File: config.mk
export PLATFORM = sky130hd
export DESIGN_NAME = grp_addsub
export DESIGN_NICKNAME = d
export VERILOG_FILES = /design/src/rtl/grp_addsub_pkg.sv /design/src/rtl/grp_addsub_ripple.sv /design/src/rtl/grp_addsub_skip_group.sv /design/src/rtl/grp_addsub_select_group.sv /design/src/rtl/grp_addsub.sv
export SDC_FILE = /design/constraint.sdc
export NUM_CORES = 1
export LEC_CHECK = 0
export ABC_AREA = 1
export CORE_ASPECT_RATIO = 1.75
export CORE_MARGIN = 4
export CORE_UTILIZATION = 45
export DETAILED_ROUTE_END_ITERATION = 16
export PLACE_DENSITY = 0.95
export SLEW_MARGIN = 10
export SYNTH_ARGS = -nofsm -noshare
export SYNTH_HDL_FRONTEND = slang
export SYNTH_SLANG_ARGS = --single-unit
File: constraint.sdc
create_clock -name vclk -period 13.2
set_input_delay 1.98 -clock vclk [all_inputs]
set_output_delay 1.98 -clock vclk [all_outputs]
set_load 0.05 [all_outputs]
File: src/rtl/grp_addsub_pkg.sv
package grp_addsub_pkg;

  typedef enum logic [0:0] {
    CARRY_SKIP   = 1'b0,
    CARRY_SELECT = 1'b1
  } carry_mode_e;

endpackage

File: src/rtl/grp_addsub_ripple.sv
module grp_addsub_ripple #(
  parameter int W = 4
) (
  input  logic [W-1:0] a_i,
  input  logic [W-1:0] b_i,
  input  logic         cin_i,
  output logic [W-1:0] sum_o,
  output logic         cout_o,
  output logic         cmsb_o,
  output logic         prop_all_o
);

  logic [W-1:0] gen;
  logic [W-1:0] prop;

  assign gen  = a_i & b_i;
  assign prop = a_i ^ b_i;

  always_comb begin
    logic c;
    c      = cin_i;
    cmsb_o = 1'b0;
    sum_o  = '0;
    for (int i = 0; i < W; i++) begin
      sum_o[i] = prop[i] ^ c;
      if (i == W - 1) cmsb_o = c;
      c = gen[i] | (prop[i] & c);
    end
    cout_o = c;
  end

  assign prop_all_o = &prop;

endmodule

File: src/rtl/grp_addsub_skip_group.sv
module grp_addsub_skip_group #(
  parameter int W = 4
) (
  input  logic [W-1:0] a_i,
  input  logic [W-1:0] b_i,
  input  logic         cin_i,
  output logic [W-1:0] sum_o,
  output logic         cout_o,
  output logic         cmsb_o
);

  logic rip_cout;
  logic prop_all;

  grp_addsub_ripple #(.W(W)) u_rip (
    .a_i       (a_i),
    .b_i       (b_i),
    .cin_i     (cin_i),
    .sum_o     (sum_o),
    .cout_o    (rip_cout),
    .cmsb_o    (cmsb_o),
    .prop_all_o(prop_all)
  );

  // bypass multiplexer: forward the incoming carry when the whole group propagates
  assign cout_o = prop_all ? cin_i : rip_cout;

  always_comb begin
    logic [W:0] grp_ref;
    grp_ref = {1'b0, a_i} + {1'b0, b_i} + {{W{1'b0}}, cin_i};
    if (prop_all) begin
      a_r5_skip_forward: assert (cout_o == cin_i)
        else $error("R5 skip group did not forward carry");
    end
    a_r5_group_carry: assert (cout_o == grp_ref[W])
      else $error("R5 skip group carry-out wrong");
  end

endmodule

File: src/rtl/grp_addsub_select_group.sv
module grp_addsub_select_group #(
  parameter int W = 4
) (
  input  logic [W-1:0] a_i,
  input  logic [W-1:0] b_i,
  input  logic         cin_i,
  output logic [W-1:0] sum_o,
  output logic         cout_o,
  output logic         cmsb_o
);

  logic [W-1:0] s_lo, s_hi;
  logic         c_lo, c_hi;
  logic         m_lo, m_hi;
  logic         p_lo, p_hi;

  grp_addsub_ripple #(.W(W)) u_rip_c0 (
    .a_i       (a_i),
    .b_i       (b_i),
    .cin_i     (1'b0),
    .sum_o     (s_lo),
    .cout_o    (c_lo),
    .cmsb_o    (m_lo),
    .prop_all_o(p_lo)
  );

  grp_addsub_ripple #(.W(W)) u_rip_c1 (
    .a_i       (a_i),
    .b_i       (b_i),
    .cin_i     (1'b1),
    .sum_o     (s_hi),
    .cout_o    (c_hi),
    .cmsb_o    (m_hi),
    .prop_all_o(p_hi)
  );

  always_comb begin
    if (cin_i) begin
      sum_o  = s_hi;
      cout_o = c_hi;
      cmsb_o = m_hi;
    end else begin
      sum_o  = s_lo;
      cout_o = c_lo;
      cmsb_o = m_lo;
    end
  end

  always_comb begin
    a_r6_select_pair: assert ({c_hi, s_hi} == ({c_lo, s_lo} + {{W{1'b0}}, 1'b1}))
      else $error("R6 precomputed pair not one apart");
    if (p_lo && p_hi) begin
      a_r6_select_prop: assert (!c_lo && c_hi)
        else $error("R6 propagating group carries wrong");
    end
  end

endmodule

File: src/rtl/grp_addsub.sv
module grp_addsub #(
  parameter int                          WIDTH = 16,
  parameter int                          GW    = 4,
  parameter grp_addsub_pkg::carry_mode_e MODE  = grp_addsub_pkg::CARRY_SKIP
) (
  input  logic [15:0] a_i,
  input  logic [15:0] b_i,
  input  logic        sub_i,
  input  logic        cin_i,
  output logic [15:0] sum_o,
  output logic        cout_o,
  output logic        ovf_o
);

  localparam int NG = WIDTH / GW;

  logic [WIDTH-1:0] b_eff;
  logic             cin_eff;
  logic [NG:0]      gc;
  logic [NG-1:0]    gmsb;

  assign b_eff   = b_i ^ {WIDTH{sub_i}};
  assign cin_eff = sub_i | cin_i;
  assign gc[0]   = cin_eff;

  for (genvar g = 0; g < NG; g++) begin : g_grp
    if (MODE == grp_addsub_pkg::CARRY_SELECT && g == 0) begin : g_first
      logic pa;
      grp_addsub_ripple #(.W(GW)) u_grp (
        .a_i       (a_i[g*GW +: GW]),
        .b_i       (b_eff[g*GW +: GW]),
        .cin_i     (gc[g]),
        .sum_o     (sum_o[g*GW +: GW]),
        .cout_o    (gc[g+1]),
        .cmsb_o    (gmsb[g]),
        .prop_all_o(pa)
      );
      always_comb begin
        if (pa) begin
          a_r6_first_prop: assert (gc[g+1] == gc[g])
            else $error("R6 first group carry wrong");
        end
      end
    end else if (MODE == grp_addsub_pkg::CARRY_SELECT) begin : g_sel
      grp_addsub_select_group #(.W(GW)) u_grp (
        .a_i   (a_i[g*GW +: GW]),
        .b_i   (b_eff[g*GW +: GW]),
        .cin_i (gc[g]),
        .sum_o (sum_o[g*GW +: GW]),
        .cout_o(gc[g+1]),
        .cmsb_o(gmsb[g])
      );
    end else begin : g_skip
      grp_addsub_skip_group #(.W(GW)) u_grp (
        .a_i   (a_i[g*GW +: GW]),
        .b_i   (b_eff[g*GW +: GW]),
        .cin_i (gc[g]),
        .sum_o (sum_o[g*GW +: GW]),
        .cout_o(gc[g+1]),
        .cmsb_o(gmsb[g])
      );
    end
  end

  assign cout_o = gc[NG];
  assign ovf_o  = gmsb[NG-1] ^ gc[NG];

  always_comb begin
    logic [WIDTH:0] full_ref;
    logic [GW-1:0]  part;
    full_ref = {1'b0, a_i} + {1'b0, b_eff} + {{WIDTH{1'b0}}, cin_eff};
    a_r1_sum_matches: assert ({cout_o, sum_o} == full_ref)
      else $error("R1/R2 sum mismatch");
    a_r4_ovf_sign: assert (ovf_o == ((a_i[WIDTH-1] == b_eff[WIDTH-1]) &&
                                     (sum_o[WIDTH-1] != a_i[WIDTH-1])))
      else $error("R4 overflow flag wrong");
    for (int g = 0; g < NG; g++) begin
      part = {1'b0, a_i[g*GW +: GW-1]} + {1'b0, b_eff[g*GW +: GW-1]} +
             {{(GW-1){1'b0}}, gc[g]};
      a_r4_msb_carry: assert (gmsb[g] == part[GW-1])
        else $error("R4 carry into group top bit wrong");
    end
  end

endmodule

==> summary.md, run 1 <==
| Metric | Value |
|---|---|
| Leak | `0.887 nW` |
| Most used cell, CP | `sky130_fd_sc_hd__fa_1` |
| Final Cycle Share | `94.1%` |
| Post-Syn Area per Cell | `8.78 um^2` |
| Overall track demand over capacity in global routing | `15.0%` |
| Most used standard cell by instance count after synthesis | `sky130_fd_sc_hd__inv_1` |
| GRT overflow | `0` |
| Type of destination of the critical path | `output port` |
| Starting DRC count in detailed routing | `5` |
| DR WL/cell | `11.6 um` |
| Number of clock buffer instances in the layout | `0` |
| Met2 wire length | `1650 um` |
| Outcome | `completed` |
| Cells after synthesis | `132` |
| Class of the most critical hold timing path | `input port to output port` |
| Wire length of the first global-routing pass | `3950 um` |
| Worst hold path stage count | `5` |
| Number of vias per cell after detailed routing | `4.57` |
| Cells resized by post-CTS repair | `0` |
| Maximum single-stage delay on the critical path | `0.65 ns` |
| Final Wtd Congestion | `0.756` |
| Worst max-slew margin expressed relative to the limit | `65.6%` |
| Number of nets in the synthesized netlist | `198` |
| Count of endpoints failing setup in the final report | `0` |
| FFs & Latches | `0` |
| Slowest cell on the critical path | `sky130_fd_sc_hd__clkdlybuf4s50_1` |
| Total standard cell area after synthesis | `0.00116 mm^2` |
| Worst vdd rail ir drop | `0.0576 mV` |
| Die width | `46.4 um` |
| Post-route ant nets | `0` |
| Top Layer Used | `met3` |
| Area fraction in compound gates after synthesis | `1.94%` |
| Largest family of logic cells by synthesized area | `adder cells` |
| Cells taking the most area after synthesis | `sky130_fd_sc_hd__fa_1 (28%), sky130_fd_sc_hd__ha_1 (17%), sky130_fd_sc_hd__xnor2_2 (13%)` |
| Post-detail-place hpwl | `2320 um` |
| Number of distinct standard cells referenced by the synthesized netlist | `20` |
| Hold wc startpoint | `a_i[14]` |
| Post-Synth XOR/XNOR Area | `17.9%` |
| Number of warnings issued by yosys | `0` |
| Hold bufs inserted after CTS | `0` |
| Number of hold-slack violations in the final timing report | `0` |
| Cell type contributing the most total cell area after synthesis | `sky130_fd_sc_hd__fa_1` |
| Final period demand of the worst path | `12.41 ns` |
| Number of pins with negative max-slew slack in the final report | `0` |
| Met3 routed WL | `145 um` |
| Core footprint | `0.00249 mm^2` |
| Proportion of layout cells with a drive suffix above 1 | `21.9%` |
| Area share of the largest cell type after synthesis | `27.6%` |
| Number of global-route vias before repair | `1,044` |
| Number of placement rows | `24` |
| Total length of routed wires | `2430 um` |
| Number of buffers inserted to repair setup after CTS | `0` |
| Vert. Die Dim | `75.1 um` |
| Arrival time of data at the critical path endpoint | `10.43 ns` |
| Power density over cell area | `98.4 mW/mm^2` |
| Portion of the post-synthesis area used by sequential elements | `0%` |
| Fin Setup TNS | `0 ns` |
| Startpoint-to-endpoint class of the critical path | `input port to output port` |
| Post-synthesis share of cell area spent on full adders, half adders and majority gates | `44.9%` |
| Final standard cell utilization of the core | `69.0%` |
| Peak clock frequency supported by timing | `80.5 MHz` |
| Total vias in the final route | `955` |
| Max-cap violations | `0` |
| Remaining design rule violation count | `0` |
| Unrepaired setup endpoints after global routing | `no` |
| Number of antenna diodes | `0` |
| Boundary pin count | `52` |
| 1st-pass router iterations | `5` |
| Most frequent cells after synthesis | `sky130_fd_sc_hd__inv_1 (38), sky130_fd_sc_hd__fa_1 (16), sky130_fd_sc_hd__ha_1 (16), sky130_fd_sc_hd__nand2_1 (12), sky130_fd_sc_hd__inv_2 (10)` |
| Number of input and output port buffers inserted | `52` |
| Crit path required time | `11.22 ns` |
| Fraction of the mapped netlist area in simple logic gates | `17.4%` |
| Die outline area | `0.00348 mm^2` |
| Slew at the pin closest to its max-slew limit | `0.514 ns` |
| Area added between synthesis and finish | `48.5%` |
| Pin count of the biggest net entering global routing | `16` |
| Multiplexer share of the synthesized area | `0%` |
| Max Fanout on Critical Path | `15` |
| Number of nets in the final layout | `251` |
| Number of antenna violations at the first check in global routing | `0` |
| Initial core utilization | `46.5%` |
| Footprint of the flip-flops and latches | `0 um^2` |
| Routed length on met1 | `638 um` |
| Hold-critical path endpoint | `sum_o[14]` |
| Launching element type of the critical path | `input port` |
## routing by layer
metal / track usage (%) / vias to the layer above
met5: 0 / -
met4: 0.633 / 0
met3: 0.478 / 0
met2: 34.8 / 27
met1: 12.9 / 464
li1: - / 464
## how the worst max path moves through the flow
stage / from / to / cells past startpoint
detailed placement: sub_i / ovf_o / 29
CTS: sub_i / ovf_o / 29
global placement: sub_i / sum_o[15] / 26
floorplan: sub_i / ovf_o / 29
global route: sub_i / sum_o[15] / 26
finish: sub_i / sum_o[15] / 26
## cell type report
cell class,count,area (um^2)
multi-input combinational,82,952
fill,193,772
timing repair buffer,53,556
inverter,48,180
tap,26,32.5
## stage by stage
| stage | instance area, um^2 | setup WS, ns | power (mW) | instances | hold slack, ns |
|---|---|---|---|---|---|
| floorplan | 1160 | 1.59 | 0.110 | 132 | 4.36 |
| global placement | 1720 | 0.976 | 0.166 | 209 | 4.83 |
| detailed placement | 1720 | 0.777 | 0.171 | 209 | 4.86 |
| CTS | 1720 | 0.754 | 0.171 | 209 | 4.87 |
| global route | 1720 | 0.402 | 0.181 | 209 | 4.92 |
| finish | 1720 | 0.785 | 0.169 | 209 | 4.86 |
## critical path: cells and delay by family
kind                       cells  cell delay (ns)
adders and majority gates     15             6.18
buffers and inverters          4             1.37
AOI/OAI and AO/OA              3             0.42
and+or+nand+nor                3             0.34
xor gates and xnor gates       1             0.13
## power breakdown
group          leakage (nW)  internal [mW]  switching, mW
clock network             0              0              0
registers                 0              0              0
logic                 0.887         0.0654          0.104
total                 0.887         0.0654          0.104
## cells in the final DEF, fill, tap and decap left out
cell type                         instances
sky130_fd_sc_hd__buf_4                    2
sky130_fd_sc_hd__inv_1                   38
sky130_fd_sc_hd__nor2_8                   1
sky130_fd_sc_hd__or2_2                    2
sky130_fd_sc_hd__nand4_1                  1
sky130_fd_sc_hd__nand3_2                  8
sky130_fd_sc_hd__o21ai_1                  2
sky130_fd_sc_hd__fa_1                    16
sky130_fd_sc_hd__nor2_2                   3
sky130_fd_sc_hd__nand2_2                  2
sky130_fd_sc_hd__o21bai_1                 1
sky130_fd_sc_hd__inv_2                   10
sky130_fd_sc_hd__buf_12                   3
sky130_fd_sc_hd__xnor2_2                  9
sky130_fd_sc_hd__o21ai_0                  1
sky130_fd_sc_hd__xor2_1                   1
sky130_fd_sc_hd__or2_1                    1
sky130_fd_sc_hd__nand2_1                 12
sky130_fd_sc_hd__xnor2_1                  6
sky130_fd_sc_hd__clkdlybuf4s50_1         48
sky130_fd_sc_hd__ha_1                    16
## cell families after synthesis
logic type	count (synthesis)
adders and majority gates	32
AOI/OAI and AO/OA	4
xor gates and xnor gates	16
buffers and inverters	50
and+or+nand+nor	30
Note: power is estimated with default switching activity, not from simulation.
==> inputs of run 2 (changes only) <==
--- a/config.mk
+++ b/config.mk
@@ -5,10 +5,9 @@
 export SDC_FILE = /design/constraint.sdc
 export NUM_CORES = 1
 export LEC_CHECK = 0
-export ABC_AREA = 1
 export CORE_ASPECT_RATIO = 1.75
 export CORE_MARGIN = 4
-export CORE_UTILIZATION = 45
+export CORE_UTILIZATION = 42
 export DETAILED_ROUTE_END_ITERATION = 16
 export PLACE_DENSITY = 0.95
 export SLEW_MARGIN = 10
==> run 2 against run 1 <==
- wire length shrank 7.7%
- worst hold slack gained 0.0022 ns
- sequential cell count is the same
- critical path depth grew 3
- cell count shrank 9.6%
- core utilization grew 1.8 points
- largest cell class unchanged
==> summary.md, run 2 <==
| Metric | Value |
|---|---|
| Hold bufs inserted after CTS | `0 (unchanged)` |
| Final period demand of the worst path | `12.33 ns (-0.0822 ns)` |
| Cells resized by post-CTS repair | `0 (unchanged)` |
| Proportion of layout cells with a drive suffix above 1 | `5.45% (-16 points)` |
| Worst vdd rail ir drop | `0.106 mV (+85%)` |
| Footprint of the flip-flops and latches | `0 um^2 (unchanged)` |
| Final standard cell utilization of the core | `70.9% (+1.8 points)` |
| Fin Setup TNS | `0 ns (unchanged)` |
| Max-cap violations | `0 (unchanged)` |
| Arrival time of data at the critical path endpoint | `10.35 ns (-0.08 ns)` |
| FFs & Latches | `0 (unchanged)` |
| Post-Syn Area per Cell | `8.46 um^2 (-3.6%)` |
| Post-detail-place hpwl | `2110 um (-9.0%)` |
| Number of nets in the synthesized netlist | `180 (-9.1%)` |
| Most common library cell in the layout ignoring fill and taps | `sky130_fd_sc_hd__clkdlybuf4s50_1` |
| Number of antenna violations at the first check in global routing | `0 (unchanged)` |
| Maximum single-stage delay on the critical path | `0.54 ns (-0.11 ns)` |
| Share of total power consumed by net switching | `62.4% (+1.1 points)` |
| Number of placement rows | `22 (-8.3%)` |
| Core footprint | `0.00215 mm^2 (-14%)` |
| Startpoint-to-endpoint class of the critical path | `input port to output port` |
| Unrepaired setup endpoints after global routing | `no` |
| Pin count of the biggest net entering global routing | `16 (unchanged)` |
| Launching element type of the critical path | `input port` |
| Peak clock frequency supported by timing | `81.1 MHz (+0.67%)` |
| Number of warnings issued by yosys | `0 (unchanged)` |
| Class of the most critical hold timing path | `input port to output port` |
| Total standard cell area after synthesis | `965 um^2 (-17%)` |
| P_int | `59.2 uW (-9.5%)` |
| Post-route ant nets | `0 (unchanged)` |
| Number of clock buffer instances in the layout | `0 (unchanged)` |
| Count of endpoints failing setup in the final report | `0 (unchanged)` |
| Overall track demand over capacity in global routing | `15.0% (-0.059 points)` |
| Final Wtd Congestion | `0.790 (+4.4%)` |
| Most used cell, CP | `sky130_fd_sc_hd__fa_1` |
| Most used standard cell by instance count after synthesis | `sky130_fd_sc_hd__inv_1` |
| Proportion of power drawn by combinational gates | `100.0% (about the same)` |
| Type of destination of the critical path | `output port` |
| Die width | `44.2 um (-4.6%)` |
| Slew at the pin closest to its max-slew limit | `0.499 ns (-0.0153 ns)` |
| Cells after synthesis | `114 (-14%)` |
| Cell type contributing the most total cell area after synthesis | `sky130_fd_sc_hd__fa_1` |
| Cells taking the most area after synthesis | `sky130_fd_sc_hd__fa_1 (33%), sky130_fd_sc_hd__ha_1 (21%), sky130_fd_sc_hd__inv_1 (18%)` |
| Slowest cell on the critical path | `sky130_fd_sc_hd__clkdlybuf4s50_1` |
| Die outline area | `0.00316 mm^2 (-9.3%)` |
| Portion of the post-synthesis area used by sequential elements | `0% (unchanged)` |
| Area added between synthesis and finish | `57.7%` |
| Boundary pin count | `52 (unchanged)` |
| Slack of the critical path | `0.867 ns (+0.0822 ns)` |
| Number of nets in the final layout | `233 (-7.2%)` |
| Leak | `0.825 nW (-6.9%)` |
| Number of pins with negative max-slew slack in the final report | `0 (unchanged)` |
| Number of antenna diodes | `0 (unchanged)` |
| Crit path required time | `11.22 ns (about the same)` |
| Post-placement setup slack | `0.825 ns (+0.0480 ns)` |
| Number of distinct standard cells referenced by the synthesized netlist | `16 (-20%)` |
| GRT overflow | `0 (unchanged)` |
| Remaining design rule violation count | `0 (unchanged)` |
| Total length of routed wires | `2240 um (-7.7%)` |
| Area share of the largest cell type after synthesis | `33.2% (+5.6 points)` |
| Power density over cell area | `104 mW/mm^2 (+5.3%)` |
| Sw power | `98.4 uW (-5.3%)` |
| DR WL/cell | `11.9 um (+2.0%)` |
| Starting DRC count in detailed routing | `10 (+5)` |
| Most frequent cells after synthesis | `sky130_fd_sc_hd__inv_1 (47), sky130_fd_sc_hd__fa_1 (16), sky130_fd_sc_hd__ha_1 (16), sky130_fd_sc_hd__xor2_1 (16), sky130_fd_sc_hd__nand4_1 (4)` |
| Number of global-route vias before repair | `1,005 (-3.7%)` |
| Total vias in the final route | `854 (-11%)` |
| 1st-pass router iterations | `3 (-2)` |
| Outcome | `completed` |
| Number of input and output port buffers inserted | `52 (unchanged)` |
| Wire length of the first global-routing pass | `3790 um (-4.2%)` |
| Number of hold-slack violations in the final timing report | `0 (unchanged)` |
| Initial core utilization | `44.9% (-1.6 points)` |
| Clock network fraction of total power | `0% (unchanged)` |
| Number of vias per cell after detailed routing | `4.52 (-1.1%)` |
| Number of buffers inserted to repair setup after CTS | `0 (unchanged)` |
| Most used cells in the layout excluding fill and tap cells | `sky130_fd_sc_hd__clkdlybuf4s50_1 (48), sky130_fd_sc_hd__inv_1 (47), sky130_fd_sc_hd__xor2_1 (16), sky130_fd_sc_hd__fa_1 (16), sky130_fd_sc_hd__ha_1 (16)` |
| Vert. Die Dim | `71.4 um (-5.0%)` |
| Sequential share of power | `0% (unchanged)` |
| Max Fanout on Critical Path | `3 (-12)` |
| Final Cycle Share | `93.4% (-0.62 points)` |
| Worst max-slew margin expressed relative to the limit | `66.7% (+1.0 points)` |
| Post-route total power | `158 uW (-6.9%)` |
run 2: cell types whose count changed in the layout (fill, tap and decap cells not counted), sizes merged, moves of 2 or more:
cell	change
xor2	+15
xnor2	-14
nand2	-11
nand3	-8
nand4	+3
or2	-3
o21ai	-2
run 2: kinds of logic after synthesis:
group | Yosys count | share of synthesized area, %
AO/OA/AOI/OAI | 4 | 3.50
XOR/XNOR | 17 | 15.4
adder cells (fa/ha/maj) | 32 | 54.0
buffers and inverters | 49 | 20.0
multiplexers | 1 | 1.56
AND/OR/NAND/NOR | 11 | 5.58
run 2: worst paths after layout:
path	from	end	slack, ns	cells after the start
worst max-delay path	sub_i	ovf_o	0.87	29
worst min-delay path	a_i[15]	sum_o[15]	4.86	3
run 2: routing by layer:
layer | up-vias | track usage, % | wire (um)
met2 | 34 | 33.8 | 1400
met4 | 0 | 1.34 | 23
met3 | 2 | 2.51 | 175
li1 | 411 | - | -
met5 | - | 0 | 0
met1 | 407 | 12.2 | 649
run 2: stage by stage:
stage | std cells | area (um^2) | hold slack (ns)
2_1_floorplan | 114 | 965 | 4.36
3_3_place_gp | 189 | 1520 | 4.84
3_5_place_dp | 189 | 1520 | 4.87
4_1_cts | 189 | 1520 | 4.87
5_1_grt | 189 | 1520 | 4.91
6_report | 189 | 1520 | 4.86
run 2: power by group through the flow:
stage               logic, mW  registers, mW  clock network [mW]
floorplan               0.101              0                   0
global placement        0.155              0                   0
detailed placement      0.159              0                   0
CTS                     0.160              0                   0
global route            0.169              0                   0
finish                  0.158              0                   0
run 2: critical path: cells and delay by family:
kind / cells / cell delay [ns]
AOI/OAI and AO/OA: 2 / 0.37
xor gates and xnor gates: 2 / 0.45
adders and majority gates: 16 / 6.08
buffers and inverters: 4 / 0.90
muxes: 1 / 0.30
and+or+nand+nor: 4 / 0.27
run 2: cell type report:
type,instances,area [um^2]
Timing Repair Buffer,53,543
Multi-Input combinational cell,65,772
Fill cell,175,626
Tap cell,24,30.0
Inverter,47,176
